### src/rtl/bank_merge2_pkg.sv
package bank_merge2_pkg;
  // Selection rule of one maximum unit: the A head wins when larger, or
  // on a tie when balancing is on and the unit last took from B.
  function automatic logic bm_pick_a(input logic gt, input logic eq,
                                     input logic bal, input logic last_b);
    return gt | (eq & bal & last_b);
  endfunction
endpackage

### src/rtl/bank_merge2_maxu.sv
module bank_merge2_maxu
  import bank_merge2_pkg::*;
#(
  parameter int DW = 8
) (
  input  logic          clk,
  input  logic          rst,
  input  logic          fire,
  input  logic          bal_en,
  input  logic [DW-1:0] a_head,
  input  logic [DW-1:0] b_head,
  output logic          a_pop,
  output logic          b_pop,
  output logic [DW-1:0] sel_q
);
  logic last_b;
  logic take_a;

  always_comb begin
    take_a = bm_pick_a(a_head > b_head, a_head == b_head, bal_en, last_b);
    a_pop  = fire & take_a;
    b_pop  = fire & ~take_a;
  end

  always_ff @(posedge clk) begin
    if (rst) begin
      last_b <= 1'b0;
      sel_q  <= '0;
    end else if (fire) begin
      last_b <= ~take_a;
      sel_q  <= take_a ? a_head : b_head;
    end
  end
endmodule

### src/rtl/bank_merge2_cas.sv
module bank_merge2_cas #(
  parameter int W  = 4,
  parameter int DW = 8,
  parameter int D  = 2
) (
  input  logic            clk,
  input  logic            rst,
  input  logic            en,
  input  logic            in_vld,
  input  logic [W*DW-1:0] din,
  output logic            out_vld,
  output logic [W*DW-1:0] dout
);
  logic [W*DW-1:0] nxt;

  genvar i;
  generate
    for (i = 0; i < W; i++) begin : g_pair
      if (((i / D) % 2) == 0) begin : g_lo
        logic [DW-1:0] x, y;
        assign x = din[i*DW +: DW];
        assign y = din[(i+D)*DW +: DW];
        assign nxt[i*DW +: DW]     = (y > x) ? y : x;
        assign nxt[(i+D)*DW +: DW] = (y > x) ? x : y;
      end
    end
  endgenerate

  always_ff @(posedge clk) begin
    if (rst) out_vld <= 1'b0;
    else if (en) out_vld <= in_vld;
  end

  always_ff @(posedge clk) begin
    if (en) dout <= nxt;
  end
endmodule

### src/rtl/bank_merge2.sv
module bank_merge2 #(
  parameter int W  = 4,
  parameter int DW = 8
) (
  input  logic            clk,
  input  logic            rst,
  input  logic            bal_en,
  input  logic [W*DW-1:0] a_data,
  input  logic [W-1:0]    a_valid,
  output logic [W-1:0]    a_deq,
  input  logic [W*DW-1:0] b_data,
  input  logic [W-1:0]    b_valid,
  output logic [W-1:0]    b_deq,
  input  logic            out_ready,
  output logic [W*DW-1:0] out_data,
  output logic            out_valid
);
  localparam int LG = $clog2(W);

  logic            en;
  logic            fire;
  logic            v0;
  logic [W*DW-1:0] sel0;
  logic [W*DW-1:0] stg [0:LG];
  logic            vld [0:LG];

  assign en   = ~out_valid | out_ready;
  assign fire = en & (&a_valid) & (&b_valid);

  // Selector stage: unit i pairs A bank i with B bank W-1-i.
  genvar i;
  generate
    for (i = 0; i < W; i++) begin : g_max
      bank_merge2_maxu #(.DW(DW)) u_max (
        .clk    (clk),
        .rst    (rst),
        .fire   (fire),
        .bal_en (bal_en),
        .a_head (a_data[i*DW +: DW]),
        .b_head (b_data[(W-1-i)*DW +: DW]),
        .a_pop  (a_deq[i]),
        .b_pop  (b_deq[W-1-i]),
        .sel_q  (sel0[i*DW +: DW])
      );
    end
  endgenerate

  always_ff @(posedge clk) begin
    if (rst) v0 <= 1'b0;
    else if (en) v0 <= fire;
  end

  assign stg[0] = sel0;
  assign vld[0] = v0;

  // Butterfly: distances W/2 down to 1.
  genvar s;
  generate
    for (s = 0; s < LG; s++) begin : g_stage
      bank_merge2_cas #(.W(W), .DW(DW), .D(W >> (s + 1))) u_cas (
        .clk     (clk),
        .rst     (rst),
        .en      (en),
        .in_vld  (vld[s]),
        .din     (stg[s]),
        .out_vld (vld[s+1]),
        .dout    (stg[s+1])
      );
    end
  endgenerate

  assign out_data  = stg[LG];
  assign out_valid = vld[LG];
endmodule

### config.mk
export PLATFORM = sky130hd
export DESIGN_NAME = bank_merge2
export DESIGN_NICKNAME = d
export VERILOG_FILES = /design/src/rtl/bank_merge2_pkg.sv /design/src/rtl/bank_merge2_maxu.sv /design/src/rtl/bank_merge2_cas.sv /design/src/rtl/bank_merge2.sv
export SDC_FILE = /design/constraint.sdc
export NUM_CORES = 1
export LEC_CHECK = 0
export BUFFER_PORTS_ARGS = -buffer_cell sky130_fd_sc_hd__buf_2
export CAP_MARGIN = 0
export CORE_ASPECT_RATIO = 0.8
export CORE_MARGIN = 4
export CORE_UTILIZATION = 45
export CTS_CLUSTER_DIAMETER = 120
export DETAILED_ROUTE_END_ITERATION = 6
export PLACE_DENSITY = 0.7
export SYNTH_ARGS = -nofsm -noshare
export SYNTH_HDL_FRONTEND = slang
export SYNTH_SLANG_ARGS = --single-unit
### constraint.sdc
create_clock -name clk -period 3.45 [get_ports clk]
set_input_delay 0.69 -clock clk [delete_from_list [all_inputs] [get_ports clk]]
set_output_delay 0.69 -clock clk [all_outputs]
set_load 0.005 [all_outputs]
# ---- Word-level counts from Yosys, hierarchy flattened
# Index checks and enable logic that the tools add are counted.
# W data, S select, Z words.
dict set report word_totals {
  ramBits 0
  latchBits 0
  elab_cells 67
  regBits 103
  output_inout_bits 41
  mem_count 0
  mem_bits_ro 0
  input_bits 76
}
dict set report op_classes {
  add_sub_neg 0
  reduce_logical 2
  n_shift 0
  n_div 0
  mul 0
  magnitude_cmp 8
  n_bitwise 28
  muxes 12
  n_eq_ne 4
}
# op n
set ops {}
lappend ops {{$mux W8} 12}
lappend ops {{$gt A8 B8 Y1} 8}
lappend ops {{$eq A8 B8 Y1} 4}
lappend ops {{$and A1 B1 Y1} 18}
lappend ops {{$reduce_and A4 Y1} 2}
lappend ops {{$not A1 Y1} 5}
lappend ops {{$or A1 B1 Y1} 5}

# ---- Longest topological paths before layout
dict set report logic_depth {
  word_depth 6
  depth_mapped 10
}

# ---- Cells and area by module
# From an unflattened synthesis, not the netlist that was laid out.
dict set report unflattened {
  hier_cells 558
  hier_area_um2 6616.3
}
# module n_inst cells_per_inst area_per_inst_um2
set modules_own_cells {}
lappend modules_own_cells {bank_merge2_cas 2 123 1944.4}
lappend modules_own_cells {bank_merge2_maxu 4 76 664.4}
lappend modules_own_cells {bank_merge2 1 8 70.1}

# ---- Worst setup path after synthesis
# OpenSTA, ideal clock, no wires.
dict set report synth_timing {
  path_kind {input port to output port}
  startpoint {input port b_data[3]}
  endpoint {output port a_deq[3]}
  arrival_time_ns 2.234
  required_time_ns 2.760
  path_stages 10
  path_slack_ns 0.526
  n_path_buf 3
  path_cell_list {inv_1 > ha_1 > and4_1 > or3b_1 > clkbuf_1 > nand2_1 > buf_2 > or2_2 > nor2_1 > buf_4}
}
dict set report synth_between {
  elab_chain_cells 5
  word_cells_on_any_way 6
  cone_classes {order compare (1); eq/ne (1); bitwise (4)}
}
# element line_no
set synth_lines {}
lappend synth_lines {{start, declared} bank_merge2.sv:11} ;# input logic [W*DW-1:0] b_data,
lappend synth_lines {{parallel branches: the longest is 3 deep, another holds $gt A8 B8 Y1} n/a}
lappend synth_lines {{$or A1 B1 Y1 (*)} bank_merge2_pkg.sv:6} ;# return gt | (eq & bal & last_b);
lappend synth_lines {{$and A1 B1 Y1 (*)} bank_merge2_maxu.sv:21} ;# a_pop = fire & take_a;
lappend synth_lines {{end, declared} bank_merge2.sv:10} ;# output logic [W-1:0] a_deq,
# Mark *: on every way between the ends.

# ---- Final worst setup path
dict set report layout_timing {
  startpoint {input port b_data[9]}
  endpoint {output port a_deq[2]}
}
# The elaborated chain is that of the path after synthesis.

==> summary.txt <==
Run status
  • Run status: finished, final reports clean

Synth
  • Net Count, Synth: roughly 750
  • Main combinational cell family by area after synthesis: compound AO/OA/AOI/OAI gates
  • Number of library cell types mapped by synthesis: 44
  • Synth Area in XOR/XNOR: 0%
  • Sequential share of the synthesized area: 42.5%
  • Main synth FF type: edfxtp_1
  • Area leader, netlist: edfxtp_1
  • Syn Inst Count: between 600 and 700
  • Simple-gate share of the synthesized area: between 10% and 20%
  • EDFF count, synth: 64
  • Synth top area cells: edfxtp_1, ha_1, dfxtp_1
  • Synth Area in Adders: approximately an eighth
  • FF+latch count, synth: 103
  • Post-synthesis async set-or-reset flop share: 0%
  • Avg Cell Area, Syn: about 10 um2
  • Post-synthesis mux area share: between 10% and 20%
  • Synth Area in Compound Gates: between 10% and 20%
  • Post-synth top area share: between 30% and 40%
  • Mapped cell area: approximately 6400 um2
  • Synthesis Warnings: 0

Power
  • Power per Cell Area: roughly 360 nW/um2
  • Static Leak: ~3.3 nW
  • Worst VDD drop: 0.253 mV
  • Tot Pwr: about 2.6 mW

Timing
  • Final setup margin: about 0.33 ns
  • Period utilization: between 90% and 100%
  • Setup Total Neg Slack: 0 ns
  • Post-route minimum period: approximately 3.1 ns
  • Fmax: around 320 MHz
  • Slew @ Worst Pin: just under 0.9 ns
  • Slew Limit Fails: 0
  • Final hold violations: 0
  • Hold WS: 0.455 ns
  • RSZ-0062 raised after global routing: no
  • Final setup viols: 0
  • Slew headroom: 39.6%
  • Worst Skew: around 0.0065 ns

Placement
  • Place WS: roughly 0.34 ns
  • Placed cell count: around 900
  • Port Buf Inserts: about 120
  • Post-DP Area: around 7100 um2
  • HPWL Detailed: 11500 um
  • Routability Congestion: approximately 0.9

Global route
  • Number of global-route vias before repair: 4830
  • All-layer global routing usage: approximately a fifth
  • Initial antenna violation count: 1
  • Grt total ovfl: 0
  • Largest net degree at the start of global routing: 65
  • Global-route wire length before repair: 24200 um

Floorplan
  • Core ar.: around 14000 um2
  • Die area: around 16000 um2
  • # rows: 38
  • Chip width: roughly 140 um
  • Die Ht: roughly 110 um
  • # IOs: 117
  • Initial Utilization: between 40% and 50%

Final layout
  • Ant. Diodes: 0
  • Layout cells sized above 1: a little under a third
  • Area grow syn2layout: 15.6%
  • Final core occ: a little over half
  • Final non-filler cell total: approximately 900
  • Design area: around 7300 um2
  • Nets: between 800 and 900

Job
  • Max Cap Viol: 0

Setup path
  • Critical Path AT: 2.43 ns
  • CP max FO: 7
  • Crit path required time: between 2 and 3 ns
  • Worst R2R End: g_stage[0].u_cas.dout[9]
  • CP startpoint kind: primary input
  • Worst setup EP type: output pin
  • R2R setup slack: a little over 0.9 ns
  • Worst-case reg-to-reg path depth: 7
  • Setup crit start: b_data[9]
  • WS Path Type: in2out
  • Crit path to: a_deq[2]
  • Reg-to-reg startpoint: g_max[1].u_max.sel_q[5]

Drt
  • Antenna viol nets, final: 0
  • Drt initial violations: ~250
  • WL final: roughly 15000 um
  • Vias: just under 5000
  • Per-cell routed wire length: between 15 and 20 um
  • Vias/cell: roughly 5.4
  • Pre-antenna DRT Iters: 6
  • Remaining DRCs: 0

Clock tree
  • CTS tree: done
  • Max Buffers Root-to-Sink: 2
  • CTS H-tree depth: 3
  • Hold buffers post-CTS: 0
  • Setup Fix Bufs, Post-CTS: 0
  • Skew-Pair Late Insertion Delay: about 0.35 ns
  • Root Buffer: clkbuf_16
  • Number of clock sinks: slightly above 100
  • CTS resizes: 0
  • Clk slew on worst S/H paths: ~0.070 ns
  • Total CTS buffers: 9

Worst hold path
  • Min-Delay Path Class: reg2reg
power by group:
part           switching [mW]  leakage [nW]  total (mW)  internal (mW)
combinational           0.174          2.08       0.303          0.129
clock                   0.441         0.142        1.00          0.561
sequential            0.00398          1.10        1.30           1.30
total                   0.620          3.32        2.61           1.99
how the worst min path moves through the flow:
stage / from / end / slack, ns / cells past startpoint
after floorplan: v0 / v0 / 0.44 / 2
after global placement: v0 / v0 / 0.44 / 2
after detailed placement: v0 / v0 / 0.45 / 2
after CTS: v0 / v0 / 0.46 / 2
after global routing: v0 / v0 / 0.49 / 2
final: v0 / v0 / 0.46 / 2
final cells by class:
cell class / count / area, um2
clock buffer: 10 / 229
clock inverter: 6 / 60.1
fill: 1257 / 6350
inverter: 70 / 263
multi-input combinational: 400 / 3190
sequential: 103 / 2700
tap: 180 / 225
timing repair buffer: 128 / 671
layout by cell type, fill, tap and decap left out, types with 3 or more instances in the layout:
master	synthesis	layout
o211ai_1	4	4
o21bai_1	5	5
buf_4	8	12
nand4_1	15	15
o21ai_0	39	39
nand3_1	9	9
clkbuf_16	0	9
edfxtp_1	64	64
o31a_1	3	3
a21oi_1	18	18
mux2_2	64	64
a211oi_1	32	32
nor4_1	7	7
nand2_1	10	10
nor2b_1	11	11
mux2i_1	5	5
buf_2	10	116
nor2_1	53	53
ha_1	64	64
o21a_1	15	15
nand2b_1	4	4
a21oi_2	4	4
a31oi_1	6	6
inv_1	70	69
a221oi_1	5	5
dfxtp_1	39	39
cells in the mapped netlist (2+ instances only):
cell type   n
nor2_1     53
or2_2       2
a21o_1      2
a211oi_2    2
buf_4       8
o31a_1      3
ha_1       64
a31oi_1     6
a211o_1     2
o311ai_1    2
nor4_2      2
and4_1      2
buf_6       4
nand3_1     9
inv_1      70
a221oi_1    5
nor4_1      7
o21a_1     15
nor2b_1    11
buf_2      10
clkbuf_1   11
mux2_2     64
a21oi_2     4
o311a_1     2
nand2_1    10
dfxtp_1    39
nand2b_1    4
and2_1      2
o21bai_1    5
o211ai_1    4
nand4_1    15
o21ai_0    39
mux2i_1     5
a211oi_1   32
nor3_1      2
a21oi_1    18
edfxtp_1   64
critical path: stages:
cell and delay [ns]:
buf_2 0.09, inv_1 0.04, ha_1 0.28, and4_1 0.22
or3b_2 0.51, nand2_1 0.22, or2_2 0.19, nor2_1 0.05
buf_2 0.14
flip-flops by register name, summed over array words and instances (netlist names):
signal and flops:
g_stage.u_cas.dout 64, g_max.u_max.sel_q 32, v0 1, g_stage.u_cas.out_vld 2
g_max.u_max.last_b 4
per-layer routing:
layer	vias to the layer above	part of all wire [%]	GRT usage, %
met4	2	1.7	5.75
li1	2438	-	-
met1	2258	48	25.9
met3	21	6.6	4.93
met5	-	0.047	0
met2	141	44	29.8
cells by family (layout without fill, tap and decap cells):
family	after synthesis	after routing
AO/OA/AOI/OAI	143	143
adder cells (fa/ha/maj)	64	64
buffers and inverters	103	214
flip-flops	103	103
multiplexers	69	69
AND/OR/NAND/NOR	124	124
No activity file was read; power rests on OpenSTA's default activity.
